## src/rtl/mbx_rx_pkg.sv

```systemverilog
package mbx_rx_pkg;
    localparam int DATA_W = 64;
    localparam int CHAN_W = 3;
    localparam int REG_W  = 32;
    localparam int ADDR_W = 6;
    localparam int MASK_W = 5;
    localparam int PFLD_W = 8;

    localparam logic [ADDR_W-1:0] OFS_CHAN  = 6'h00;
    localparam logic [ADDR_W-1:0] OFS_LO    = 6'h04;
    localparam logic [ADDR_W-1:0] OFS_HI    = 6'h08;
    localparam logic [ADDR_W-1:0] OFS_TRIG  = 6'h0C;
    localparam logic [ADDR_W-1:0] OFS_FLUSH = 6'h10;
    localparam logic [ADDR_W-1:0] OFS_STAT  = 6'h14;
    localparam logic [ADDR_W-1:0] OFS_PEND  = 6'h18;
    localparam logic [ADDR_W-1:0] OFS_MASK  = 6'h1C;
    localparam logic [ADDR_W-1:0] OFS_DEPTH = 6'h24;

    typedef struct packed {
        logic [CHAN_W-1:0] chan;
        logic [DATA_W-1:0] payload;
    } mbx_msg_t;

    typedef struct packed {
        logic               pop_req;
        logic               flush;
        logic               clr_req;
        logic               mask_we;
        logic [MASK_W-1:0]  mask_val;
    } mbx_ctl_t;

    function automatic logic [REG_W-1:0] pack_status(
        input logic [PFLD_W-1:0] rd,
        input logic [PFLD_W-1:0] wr,
        input logic              full);
        logic [REG_W-1:0] w;
        w        = '0;
        w[31:24] = rd;
        w[23:16] = wr;
        w[2]     = full;
        return w;
    endfunction
endpackage

```

## src/rtl/mbx_rx_store.sv

```systemverilog
module mbx_rx_store
    import mbx_rx_pkg::*;
#(
    parameter int DEPTH = 8
) (
    input  logic                         clk,
    input  logic                         rst,
    input  logic                         push_valid,
    input  mbx_msg_t                     push_msg,
    output logic                         push_ready,
    output logic                         push_fire,
    input  logic                         pop_req,
    input  logic                         flush,
    output mbx_msg_t                     head,
    output logic [$clog2(DEPTH)-1:0]     rd_ptr,
    output logic [$clog2(DEPTH)-1:0]     wr_ptr,
    output logic                         fifo_full,
    output logic                         fifo_empty
);
    localparam int PTR_W = $clog2(DEPTH);
    localparam logic [PTR_W-1:0] LAST = PTR_W'(DEPTH - 1);

    mbx_msg_t        slots [DEPTH];
    logic            pop_fire;
    logic [PTR_W-1:0] wr_nxt, rd_nxt;

    assign fifo_empty = (rd_ptr == wr_ptr) && !fifo_full;
    assign push_ready = !fifo_full && !flush;
    assign push_fire  = push_valid && push_ready;
    assign pop_fire   = pop_req && !fifo_empty && !flush;
    assign wr_nxt     = (wr_ptr == LAST) ? '0 : wr_ptr + 1'b1;
    assign rd_nxt     = (rd_ptr == LAST) ? '0 : rd_ptr + 1'b1;
    assign head       = fifo_empty ? '0 : slots[rd_ptr];

    for (genvar i = 0; i < DEPTH; i++) begin : g_slot
        always_ff @(posedge clk) begin
            if (push_fire && (wr_ptr == PTR_W'(i))) begin
                slots[i] <= push_msg;
            end
        end
    end

    always_ff @(posedge clk) begin
        if (rst || flush) begin
            rd_ptr    <= '0;
            wr_ptr    <= '0;
            fifo_full <= 1'b0;
        end else begin
            if (push_fire) wr_ptr <= wr_nxt;
            if (pop_fire)  rd_ptr <= rd_nxt;
            if (push_fire && !pop_fire && (wr_nxt == rd_ptr)) begin
                fifo_full <= 1'b1;
            end else if (pop_fire && !push_fire) begin
                fifo_full <= 1'b0;
            end
        end
    end
endmodule

```

## src/rtl/mbx_rx_irq.sv

```systemverilog
module mbx_rx_irq
    import mbx_rx_pkg::*;
(
    input  logic              clk,
    input  logic              rst,
    input  logic              fifo_empty,
    input  logic              clr_req,
    input  logic              mask_we,
    input  logic [MASK_W-1:0] mask_val,
    output logic              irq_pend,
    output logic [MASK_W-1:0] irq_mask,
    output logic              irq
);
    always_ff @(posedge clk) begin
        if (rst) begin
            irq_pend <= 1'b0;
            irq_mask <= '1;
        end else begin
            irq_pend <= clr_req ? 1'b0 : (irq_pend || !fifo_empty);
            if (mask_we) irq_mask <= mask_val;
        end
    end

    assign irq = irq_pend && !irq_mask[0];
endmodule

```

## src/rtl/mbx_rx_regs.sv

```systemverilog
module mbx_rx_regs
    import mbx_rx_pkg::*;
#(
    parameter int DEPTH = 8
) (
    input  logic                     reg_we,
    input  logic [ADDR_W-1:0]        reg_addr,
    input  logic [REG_W-1:0]         reg_wdata,
    input  mbx_msg_t                 head,
    input  logic [$clog2(DEPTH)-1:0] rd_ptr,
    input  logic [$clog2(DEPTH)-1:0] wr_ptr,
    input  logic                     fifo_full,
    input  logic                     irq_pend,
    input  logic [MASK_W-1:0]        irq_mask,
    output mbx_ctl_t                 ctl,
    output logic [REG_W-1:0]         reg_rdata
);
    always_comb begin
        ctl          = '0;
        ctl.pop_req  = reg_we && (reg_addr == OFS_TRIG) && reg_wdata[0];
        ctl.flush    = reg_we && (reg_addr == OFS_FLUSH) && (reg_wdata == '0);
        ctl.clr_req  = reg_we && (reg_addr == OFS_PEND) && reg_wdata[0];
        ctl.mask_we  = reg_we && (reg_addr == OFS_MASK);
        ctl.mask_val = reg_wdata[MASK_W-1:0];
    end

    always_comb begin
        reg_rdata = '0;
        case (reg_addr)
            OFS_CHAN:  reg_rdata = REG_W'(head.chan);
            OFS_LO:    reg_rdata = head.payload[31:0];
            OFS_HI:    reg_rdata = head.payload[63:32];
            OFS_STAT:  reg_rdata = pack_status(PFLD_W'(rd_ptr), PFLD_W'(wr_ptr), fifo_full);
            OFS_PEND:  reg_rdata = REG_W'(irq_pend);
            OFS_MASK:  reg_rdata = REG_W'(irq_mask);
            OFS_DEPTH: reg_rdata = REG_W'(DEPTH - 1);
            default:   reg_rdata = '0;
        endcase
    end
endmodule

```

## src/rtl/mbx_rx_queue.sv

```systemverilog
module mbx_rx_queue
    import mbx_rx_pkg::*;
#(
    parameter int DEPTH = 8
) (
    input  logic              clk,
    input  logic              rst,
    input  logic              push_valid,
    output logic              push_ready,
    input  logic [63:0]       push_payload,
    input  logic [2:0]        push_chan,
    input  logic              reg_we,
    input  logic [5:0]        reg_addr,
    input  logic [31:0]       reg_wdata,
    output logic [31:0]       reg_rdata,
    output logic              irq
);
    localparam int PTR_W = $clog2(DEPTH);

    mbx_msg_t          push_msg, head;
    mbx_ctl_t          ctl;
    logic              push_fire, fifo_full, fifo_empty;
    logic              pop_req, flush, clr_req;
    logic              irq_pend;
    logic [MASK_W-1:0] irq_mask;
    logic [PTR_W-1:0]  rd_ptr, wr_ptr;

    assign push_msg = '{chan: push_chan, payload: push_payload};
    assign pop_req  = ctl.pop_req;
    assign flush    = ctl.flush;
    assign clr_req  = ctl.clr_req;

    mbx_rx_store #(.DEPTH(DEPTH)) u_store (
        .clk(clk), .rst(rst), .push_valid(push_valid), .push_msg(push_msg),
        .push_ready(push_ready), .push_fire(push_fire), .pop_req(pop_req),
        .flush(flush), .head(head), .rd_ptr(rd_ptr), .wr_ptr(wr_ptr),
        .fifo_full(fifo_full), .fifo_empty(fifo_empty)
    );

    mbx_rx_irq u_irq (
        .clk(clk), .rst(rst), .fifo_empty(fifo_empty), .clr_req(clr_req),
        .mask_we(ctl.mask_we), .mask_val(ctl.mask_val), .irq_pend(irq_pend),
        .irq_mask(irq_mask), .irq(irq)
    );

    mbx_rx_regs #(.DEPTH(DEPTH)) u_regs (
        .reg_we(reg_we), .reg_addr(reg_addr), .reg_wdata(reg_wdata),
        .head(head), .rd_ptr(rd_ptr), .wr_ptr(wr_ptr), .fifo_full(fifo_full),
        .irq_pend(irq_pend), .irq_mask(irq_mask), .ctl(ctl), .reg_rdata(reg_rdata)
    );
endmodule

```

## config.mk

```make
export PLATFORM = sky130hd
export DESIGN_NAME = mbx_rx_queue
export DESIGN_NICKNAME = d
export VERILOG_FILES = /design/src/rtl/mbx_rx_pkg.sv /design/src/rtl/mbx_rx_store.sv /design/src/rtl/mbx_rx_irq.sv /design/src/rtl/mbx_rx_regs.sv /design/src/rtl/mbx_rx_queue.sv
export SDC_FILE = /design/constraint.sdc
export NUM_CORES = 1
export LEC_CHECK = 0
export BUFFER_PORTS_ARGS = -buffer_cell sky130_fd_sc_hd__clkbuf_2
export CAP_MARGIN = 20
export CORE_ASPECT_RATIO = 1.1
export CORE_MARGIN = 10
export CORE_UTILIZATION = 36
export CTS_CLUSTER_SIZE = 8
export DETAILED_ROUTE_END_ITERATION = 12
export GPL_ROUTABILITY_DRIVEN = 0
export RECOVER_POWER = 100
export SKIP_CTS_REPAIR_TIMING = 1
export SYNTH_ARGS = -nofsm -noshare
export SYNTH_HDL_FRONTEND = slang
export SYNTH_SLANG_ARGS = --single-unit
```

## constraint.sdc

```tcl
create_clock -name clk -period 6.2 [get_ports clk]
set_input_delay 0.31 -clock clk [delete_from_list [all_inputs] [get_ports clk]]
set_output_delay 0.31 -clock clk [all_outputs]
set_load 0.02 [all_outputs]
```

==> results.json, run 1 <==
{
  "crit_fanout": 40,
  "finalSetupViolCount": 0,
  "chipWidth_um": 253,
  "syn_to_final_growth_pct": 18.4,
  "syn_nets": 1099,
  "synth_edf_count": 536,
  "peakVddDrop_uv": 269,
  "ys.flop_type": "edfxtp_1",
  "via_count": 10500,
  "finalWorstSetupSlack_ns": 1.45,
  "p_comb_share_pct": 3.9,
  "grt_first_pass_wirelength_um": 73000,
  "end_kind": "flop",
  "drtIter0Drc": 789,
  "clock_path_buffers": 3,
  "cts_buffers": 79,
  "worstSetupStartpointType": "flop",
  "setup_tns_ns": 0,
  "tritoncts": "built",
  "maxCapViolations": 10,
  "portBuffers": 142,
  "ios": 143,
  "max_stage_delay_ns": 1.98,
  "tightest_slew_ns": 2.99,
  "grt_start_max_net_pins": 77,
  "preCtsSetupSlack_ns": 2.86,
  "p_switching_uw": 1670,
  "initial_core_util_pct": 36.6,
  "remaining_drc_errors": 0,
  "dr.pass1.iters": 6,
  "overflow": 0,
  "wirelength_um": 49300,
  "cellPowerDensity_nw_per_um2": 330,
  "clkSinkCount": 552,
  "antenna_found_initial": 6,
  "leakagePower_uw": 0.00783,
  "crit-reg2reg-launch": "u_store.fifo_full",
  "nNetsFinal": 1321,
  "htreeDepth": 3,
  "vias_per_cell": 5.27,
  "synth_seq_area_share_pct": 76.2,
  "cpMaxStageDelayCell": "and3_1",
  "critPathLaunch": "u_store.fifo_full",
  "power_frac_clock_pct": 45.6,
  "crit_family": "simple AND/OR/NAND/NOR gates",
  "clkLatencyLatePin_ns": 0.60,
  "drive_gt1_share_pct": 23.6,
  "period_needed_ns": 4.75,
  "violations": "max-capacitance violations, max-slew violations",
  "cts.clk_slew.worst_paths_ns": 0.05,
  "avgRoutedWirePerCell_um": 24.8,
  "ys_seq_elements": 552,
  "hpwlAfterDp_um": 27400,
  "critPathBufInv": 1,
  "period_share_pct": 76.7,
  "criticalPathCategory": "flop to flop",
  "status": "complete, but fails checks",
  "grt_pass1_vias": 11200,
  "synth_warnings": 0,
  "intPower_uw": 6740,
  "syn_avg_cell_area_um2": 21.9,
  "synth_cell_types": 47,
  "async_flop_share_pct": 0,
  "cp.required_ns": 6.41,
  "final_cell_mix": "edfxtp_1, mux4_2, clkbuf_1, clkbuf_16, mux2i_1",
  "ant_nets": 0,
  "worstPathArrival_ns": 4.96,
  "swShare_pct": 19.9,
  "finalMaxSlewViolations": 360,
  "core-area_um2": 58900,
  "dieHeight_um": 276,
  "cts_root_buffer": "clkbuf_16",
  "final_common_cell": "edfxtp_1",
  "hp-class": "input port to flop",
  "fill_cells": 5151,
  "grt.total_usage_pct": 14.1,
  "hold_viol": 0,
  "path_cells": "nor2b_1, nor2b_1, and3_1, clkbuf_2",
  "p_seq_share_pct": 50.5,
  "dieArea_um2": 70000,
  "worstHoldStart": "reg_wdata[3]",
  "slew_headroom_pct": -99.2,
  "syn_area_um2": 21500,
  "rsz0062_at_grt": "no",
  "synthCells": 982,
  "rows": 93,
  "crit_top_cell": "nor2b_1",
  "max_freq_mhz": 210,
  "skew_ns": 0.0122
}
## flip-flops by register name (all words and copies together) (netlist names), named ones only
| name | flops |
|---|---|
| u_irq.irq_mask | 5 |
| u_irq.irq_pend | 1 |
| u_store.fifo_full | 1 |
| u_store.rd_ptr | 3 |
| u_store.slots | 536 |
| u_store.wr_ptr | 3 |
## cell families after synthesis
family                   synth area share [%]
AND/OR/NAND/NOR                          2.38
AO/OA/AOI/OAI                            2.28
buffers and inverters                    1.30
XOR/XNOR                                0.244
multiplexers                             17.1
flip-flops                               76.2
adder cells (fa/ha/maj)                 0.465
## power by group through the flow
stage	Sequential, uW	Combinational [uW]	Clock, uW
after floorplan	4310	159	0
after global placement	4300	317	0
after detailed placement	4310	324	0
after CTS	4240	325	3930
after global routing	4250	359	4100
final	4250	326	3840
## worst min-delay path: cells and delay by family
family	cells	cell delay (ns)
AO/OA/AOI/OAI	1	0.13
buffers and inverters	1	0.09
AND/OR/NAND/NOR	1	0.04
## worst paths after layout
check | cells after the start | end | slack, ns
max | 4 | u_store.slots[4][64] | 1.45
min | 3 | u_irq.irq_mask[3] | 0.008
max reg2reg | 4 | u_store.slots[4][64] | 1.45
min reg2reg | 2 | u_irq.irq_pend | 0.50
## layout make-up
type | instances | area [um2] | share of cell area, %
Antenna cell | 3 | 7.51 | 0.0295
Clock buffer | 97 | 2160 | 8.48
Clock inverter | 3 | 32.5 | 0.128
Inverter | 4 | 15.0 | 0.0589
Multi-Input combinational cell | 375 | 4830 | 18.9
Sequential cell | 552 | 16400 | 64.5
Tap cell | 760 | 951 | 3.73
Timing Repair Buffer | 192 | 1060 | 4.16
## routing by layer
layer	track usage [%]	wire length, um
met2	22.5	23900
met3	4.12	2990
met4	4.44	1190
met5	0	41
met1	18.2	21200
## synthesized netlist by cell type (6+ instances only)
library cell	number	area [um2]
nor4_1	8	50.1
buf_2	19	95.1
and3_1	6	37.5
ha_1	8	100
edfxtp_1	536	16100
o22a_1	23	201
nor2_1	39	146
a21oi_1	12	60.1
clkbuf_1	19	71.3
dfxtp_1	16	320
mux4_2	134	3020
nand2_1	10	37.5
mux2i_1	65	651
## stage by stage
step / total power [uW] / hold slack (ns) / area (um2) / util [%] / cells
2_1_floorplan: 4470 / 0.389 / 21500 / - / 982
3_3_place_gp: 4620 / 0.488 / 23100 / 39.3 / 1849
3_5_place_dp: 4630 / 0.492 / 23100 / 39.3 / 1849
4_1_cts: 8500 / -0.0427 / 25300 / 43.0 / 1949
5_1_grt: 8710 / 0.00309 / 25500 / 43.3 / 1985
6_report: 8410 / 0.00771 / 25500 / 43.3 / 1986
Note: power is estimated with default switching activity, not from simulation.
==> run 2: changes to the inputs <==
- ABC_AREA: unset -> 1
- clock period: 6.2 -> 5 ns (I/O delays scaled with it)
==> results.json, run 2 <==
{
  "status": "complete, but fails checks",
  "violations": "max-capacitance violations, max-slew violations",
  "crit_cells": 6,
  "remaining_drc_errors": 0,
  "cts_root_buffer": "clkbuf_16",
  "final_common_cell": "edfxtp_1",
  "min_path_cells": 3,
  "period_share_pct": 82.7,
  "grt_start_max_net_pins": 169,
  "ios": 143,
  "fill_cells": 5700,
  "dpl_cell_area_um2": 23900,
  "cp.required_ns": 4.75,
  "largest_register_ffs": 536,
  "peakVddDrop_uv": 368,
  "finalMaxSlewViolations": 336,
  "dieHeight_um": 282,
  "rows": 95,
  "async_flop_share_pct": 0,
  "period_needed_ns": 4.13,
  "hp-class": "input port to flop",
  "criticalPathCategory": "flop to output port",
  "syn_area_um2": 22400,
  "ys_top_cells_by_count": "edfxtp_1, nand2_1, nor2_1",
  "synth_edf_count": 536,
  "avgRoutedWirePerCell_um": 20.9,
  "crit_fanout": 43,
  "final_cell_mix": "edfxtp_1, nand2_1, nor2_1, nand3_1, o21ai_0",
  "syn_avg_cell_area_um2": 12.1,
  "crit_family": "buffers and inverters",
  "wirelength_um": 60600,
  "grt_pass1_vias": 14400,
  "yosys.area.top_type": "edfxtp_1",
  "worstSetupStartpointType": "flop",
  "end_kind": "output port",
  "cpMaxStageDelayCell": "inv_1",
  "tightest_slew_ns": 2.53,
  "rsz0062_at_grt": "no",
  "synth_warnings": 0,
  "top_regs": "u_store.slots (536), u_irq.irq_mask (5)",
  "ant_nets": 0,
  "finalSetupViolCount": 0,
  "maxCapViolations": 8,
  "multiInputGateArea_um2": 5280,
  "skew_ns": 0.0155,
  "portBuffers": 142,
  "initial_core_util_pct": 36.5,
  "cts_buffers": 78,
  "cellPowerDensity_nw_per_um2": 388,
  "grt.total_usage_pct": 16.2,
  "clock_path_buffers": 3,
  "syn_nets": 1966,
  "hpwlAfterDp_um": 32400,
  "grt_first_pass_wirelength_um": 89900,
  "tritoncts": "built",
  "synthCells": 1849,
  "instances_no_fill": 2897,
  "hold_viol": 0,
  "yosysMostFrequentCell": "edfxtp_1",
  "min_to": "u_irq.irq_mask[0]",
  "via_count": 15100,
  "antenna_found_initial": 11,
  "reg2reg_depth": 4,
  "drtIter0Drc": 1300,
  "worstPathArrival_ns": 3.88,
  "cts.clk_slew.worst_paths_ns": 0.05,
  "ys_seq_elements": 552,
  "drive_gt1_share_pct": 7.58,
  "clkLatencyLatePin_ns": 0.59,
  "clkSinkCount": 552,
  "design_area_um2": 26500,
  "synth_seq_area_share_pct": 73.1,
  "max_stage_delay_ns": 1.51,
  "top_register": "u_store.slots",
  "chipWidth_um": 258,
  "synth_top_area_share_pct": 71.7,
  "syn_to_final_growth_pct": 18.0,
  "slew_headroom_pct": -68.6,
  "dr.pass1.iters": 5,
  "htreeDepth": 3,
  "core-area_um2": 61500,
  "dp.cells": 2723,
  "crit-reg2reg-launch": "u_store.fifo_full",
  "worstHoldStart": "reg_wdata[0]",
  "leakagePower_uw": 0.00910,
  "yosys-top-cells-area": "edfxtp_1, nand2_1, nand3_1",
  "critPathBufInv": 3,
  "finalCoreUtilization_pct": 43.1,
  "regArea_um2": 16400,
  "dieArea_um2": 72800,
  "vias_per_cell": 5.23,
  "r2r_setup_slack_ns": 1.12,
  "overflow": 0,
  "ys.flop_type": "edfxtp_1",
  "path_cells": "inv_1, buf_4, o21ai_0, o211ai_1, a21oi_1, clkbuf_1",
  "max_freq_mhz": 242,
  "timing.rr.end": "u_store.slots[7][60]",
  "nNetsFinal": 2171,
  "synth_cell_types": 31
}
## run 2: cell count changes after synthesis, moves of 14 or more
| cell | change |
|---|---|
| nand4_1 | +14 |
| a21oi_1 | +16 |
| mux2i_1 | -65 |
| mux4_2 | -134 |
| inv_1 | +21 |
| buf_4 | +19 |
| nor2_1 | +192 |
| nand3_1 | +188 |
| o211ai_1 | +59 |
| o21ai_0 | +161 |
| o22a_1 | -23 |
| nand2_1 | +394 |
| buf_2 | +37 |
## run 2: worst reg2reg max path: cells and delay by family, from the launching register on
kind / cells / cell delay, ns
simple gates: 2 / 1.43
buf+inv: 2 / 1.67
flops: 1 / 0.33
## run 2: logic make-up (layout without fill, tap and decap cells)
kind of cell	count (synthesis)	after routing	synth area share (%)
other	0	3	0
xor gates and xnor gates	4	4	0.156
adders and majority gates	8	8	0.446
and+or+nand+nor	862	862	16.0
DFF	552	552	73.1
AOI/OAI and AO/OA	277	277	7.00
buffers and inverters	146	367	3.31
## run 2: per-layer routing
| metal | up-vias | wire [um] | global-route usage (%) |
|---|---|---|---|
| li1 | 7000 | - | - |
| met1 | 7432 | 25400 | 20.7 |
| met2 | 590 | 29500 | 26.8 |
| met3 | 122 | 4170 | 3.78 |
| met4 | 0 | 1610 | 5.67 |
| met5 | - | 0 | 0 |
## run 2: layout make-up
type	count	share of cell area (%)
Sequential cell	552	62.0
Multi-Input combinational cell	1151	19.9
Clock buffer	91	7.55
Timing Repair Buffer	240	5.91
Tap cell	824	3.89
Inverter	31	0.477
Clock inverter	5	0.194
Antenna cell	3	0.0283
## run 2: power by group
part	internal, uW	leakage [uW]	switching, uW
Clock	2770	0.00100	1790
Sequential	5240	0.00500	29.9
Combinational	128	0.00310	318
## run 2: worst max-delay path by stage
stage	startpoint	end	slack [ns]
after floorplan	reg_addr[3]	u_store.slots[0][0]	-0.93
after global placement	flop	reg_rdata[30]	1.77
after detailed placement	flop	reg_rdata[30]	1.74
after CTS	flop	reg_rdata[30]	1.08
after global routing	reg_wdata[2]	u_store.slots[3][11]	0.64
final	flop	reg_rdata[30]	0.87
## run 2: metrics by stage
stage          setup TNS, ns  setup slack (ns)  power, uW  hold slack (ns)
2_1_floorplan        -374.39            -0.931       5570            0.349
3_3_place_gp               0              1.77       5750            0.445
3_5_place_dp               0              1.74       5760            0.454
4_1_cts                    0              1.08      10300           -0.124
5_1_grt                    0             0.635      10600           0.0404
6_report                   0             0.865      10300           0.0395
==> run 3: changes to the inputs <==
- clock period: 5 -> 3.52 ns (I/O delays scaled with it)
==> results.json, run 3 (same netlist as run 2, synthesis figures left out) <==
{
  "grt_pass1_vias": 14800,
  "clkSinkCount": 552,
  "final_cell_mix": "edfxtp_1, nand2_1, nor2_1, nand3_1, o21ai_0",
  "cts.clk_slew.worst_paths_ns": 0.05,
  "top_regs": "u_store.slots (536), u_irq.irq_mask (5)",
  "drtIter0Drc": 1219,
  "worstPathArrival_ns": 3.03,
  "dieArea_um2": 72800,
  "core-area_um2": 61500,
  "rsz0062_at_grt": "no",
  "fill_cells": 5646,
  "criticalPathCategory": "flop to output port",
  "drive_gt1_share_pct": 8.97,
  "period_share_pct": 91.0,
  "grt_first_pass_wirelength_um": 89800,
  "skew_ns": 0.0138,
  "finalWorstSetupSlack_ns": 0.316,
  "avgRoutedWirePerCell_um": 20.4,
  "wirelength_um": 59600,
  "leakagePower_uw": 0.00924,
  "grt.total_usage_pct": 16.0,
  "hold_viol": 0,
  "preCtsSetupSlack_ns": 1.04,
  "status": "complete, no violations",
  "instances_no_fill": 2923,
  "tritoncts": "built",
  "htreeDepth": 3,
  "hp-class": "input port to flop",
  "dieHeight_um": 282,
  "initial_core_util_pct": 36.5,
  "top_register": "u_store.slots",
  "finalSetupViolCount": 0,
  "ant_nets": 0,
  "dr.pass1.iters": 7,
  "cts_root_buffer": "clkbuf_16",
  "peakVddDrop_uv": 433,
  "p_total_uw": 14800,
  "hold_ws_ns": 0.0205,
  "chipWidth_um": 258,
  "crit_fanout": 96,
  "via_count": 15100,
  "tightest_slew_ns": 1.40,
  "slew_headroom_pct": 6.64,
  "end_kind": "output port",
  "hpwlAfterDp_um": 32300,
  "remaining_drc_errors": 0,
  "maxCapViolations": 0,
  "cp.required_ns": 3.34,
  "dp.cells": 2738,
  "nNetsFinal": 2188,
  "max_freq_mhz": 312,
  "final_common_cell": "edfxtp_1",
  "period_needed_ns": 3.20,
  "portBuffers": 142,
  "worstSetupStartpointType": "flop",
  "grt_start_max_net_pins": 178,
  "syn_to_final_growth_pct": 19.2,
  "overflow": 0,
  "cts_buffers": 78,
  "finalMaxSlewViolations": 0,
  "clock_path_buffers": 3,
  "clkLatencyLatePin_ns": 0.60,
  "ios": 143,
  "largest_register_ffs": 536,
  "cellPowerDensity_nw_per_um2": 552,
  "antenna_found_initial": 6,
  "vias_per_cell": 5.17,
  "rows": 95
}
run 3: cell types whose count changed in the layout (fill, tap and decap cells not counted), sizes merged:
cell / previous run / this run
buf: 15 / 22
clkbuf: 241 / 260
diode: 3 / 2
dlygate4sd3: 75 / 77
inv: 34 / 33
run 3: metal layers:
metal | wire length (um) | up-vias | track usage (%)
met5 | 0 | - | 0
met1 | 25100 | 7412 | 20.1
met4 | 1430 | 0 | 5.88
met3 | 3980 | 104 | 3.82
met2 | 29100 | 537 | 26.7
li1 | - | 7051 | -
run 3: through the flow:
step / utilization (%) / instance area (um2) / setup TNS, ns
CTS: 42.8 / 26300 / 0
detailed placement: 39.3 / 24200 / 0
global route: 43.5 / 26800 / 0
finish: 43.5 / 26800 / 0
floorplan: - / 22500 / -180.61
global placement: 39.3 / 24200 / 0
run 3: cell type report:
cell class              count  area, um2  area share, %
inverters                  31        124          0.463
well taps                 824       1030           3.85
clock buffers             102       2080           7.79
clock inverters             4       42.5          0.159
flip-flops and latches    552      16400           61.4
diodes                      2       5.00         0.0187
repair buffers            257       1710           6.40
multi-input cells        1151       5330           19.9
run 3: final timing paths:
path	start	endpoint	slack (ns)	depth (start not counted)
min	reg_we	u_irq.irq_pend	0.02	4
max	flop	reg_rdata[20]	0.32	9
max reg2reg	u_store.fifo_full	u_store.slots[6][39]	0.39	4
min reg2reg	u_irq.irq_pend	u_irq.irq_pend	0.49	2
run 3: worst max-delay path, cell delays in order, from the launching register on:
cell and delay, ns:
dfxtp_4 0.36, inv_6 0.53, clkbuf_2 0.51, nand2_1 0.09, nand3_1 0.08, nand2_1 0.08, nand2_1 0.06, o211ai_1 0.09
a21oi_1 0.30, clkbuf_1 0.28
run 3: power breakdown:
group	leakage (uW)	internal [uW]	total, uW	switching, uW
clock	0.00103	4070	6620	2560
sequential	0.00500	7450	7490	44.8
combinational	0.00320	191	639	448
total	0.00924	11700	14800	3050
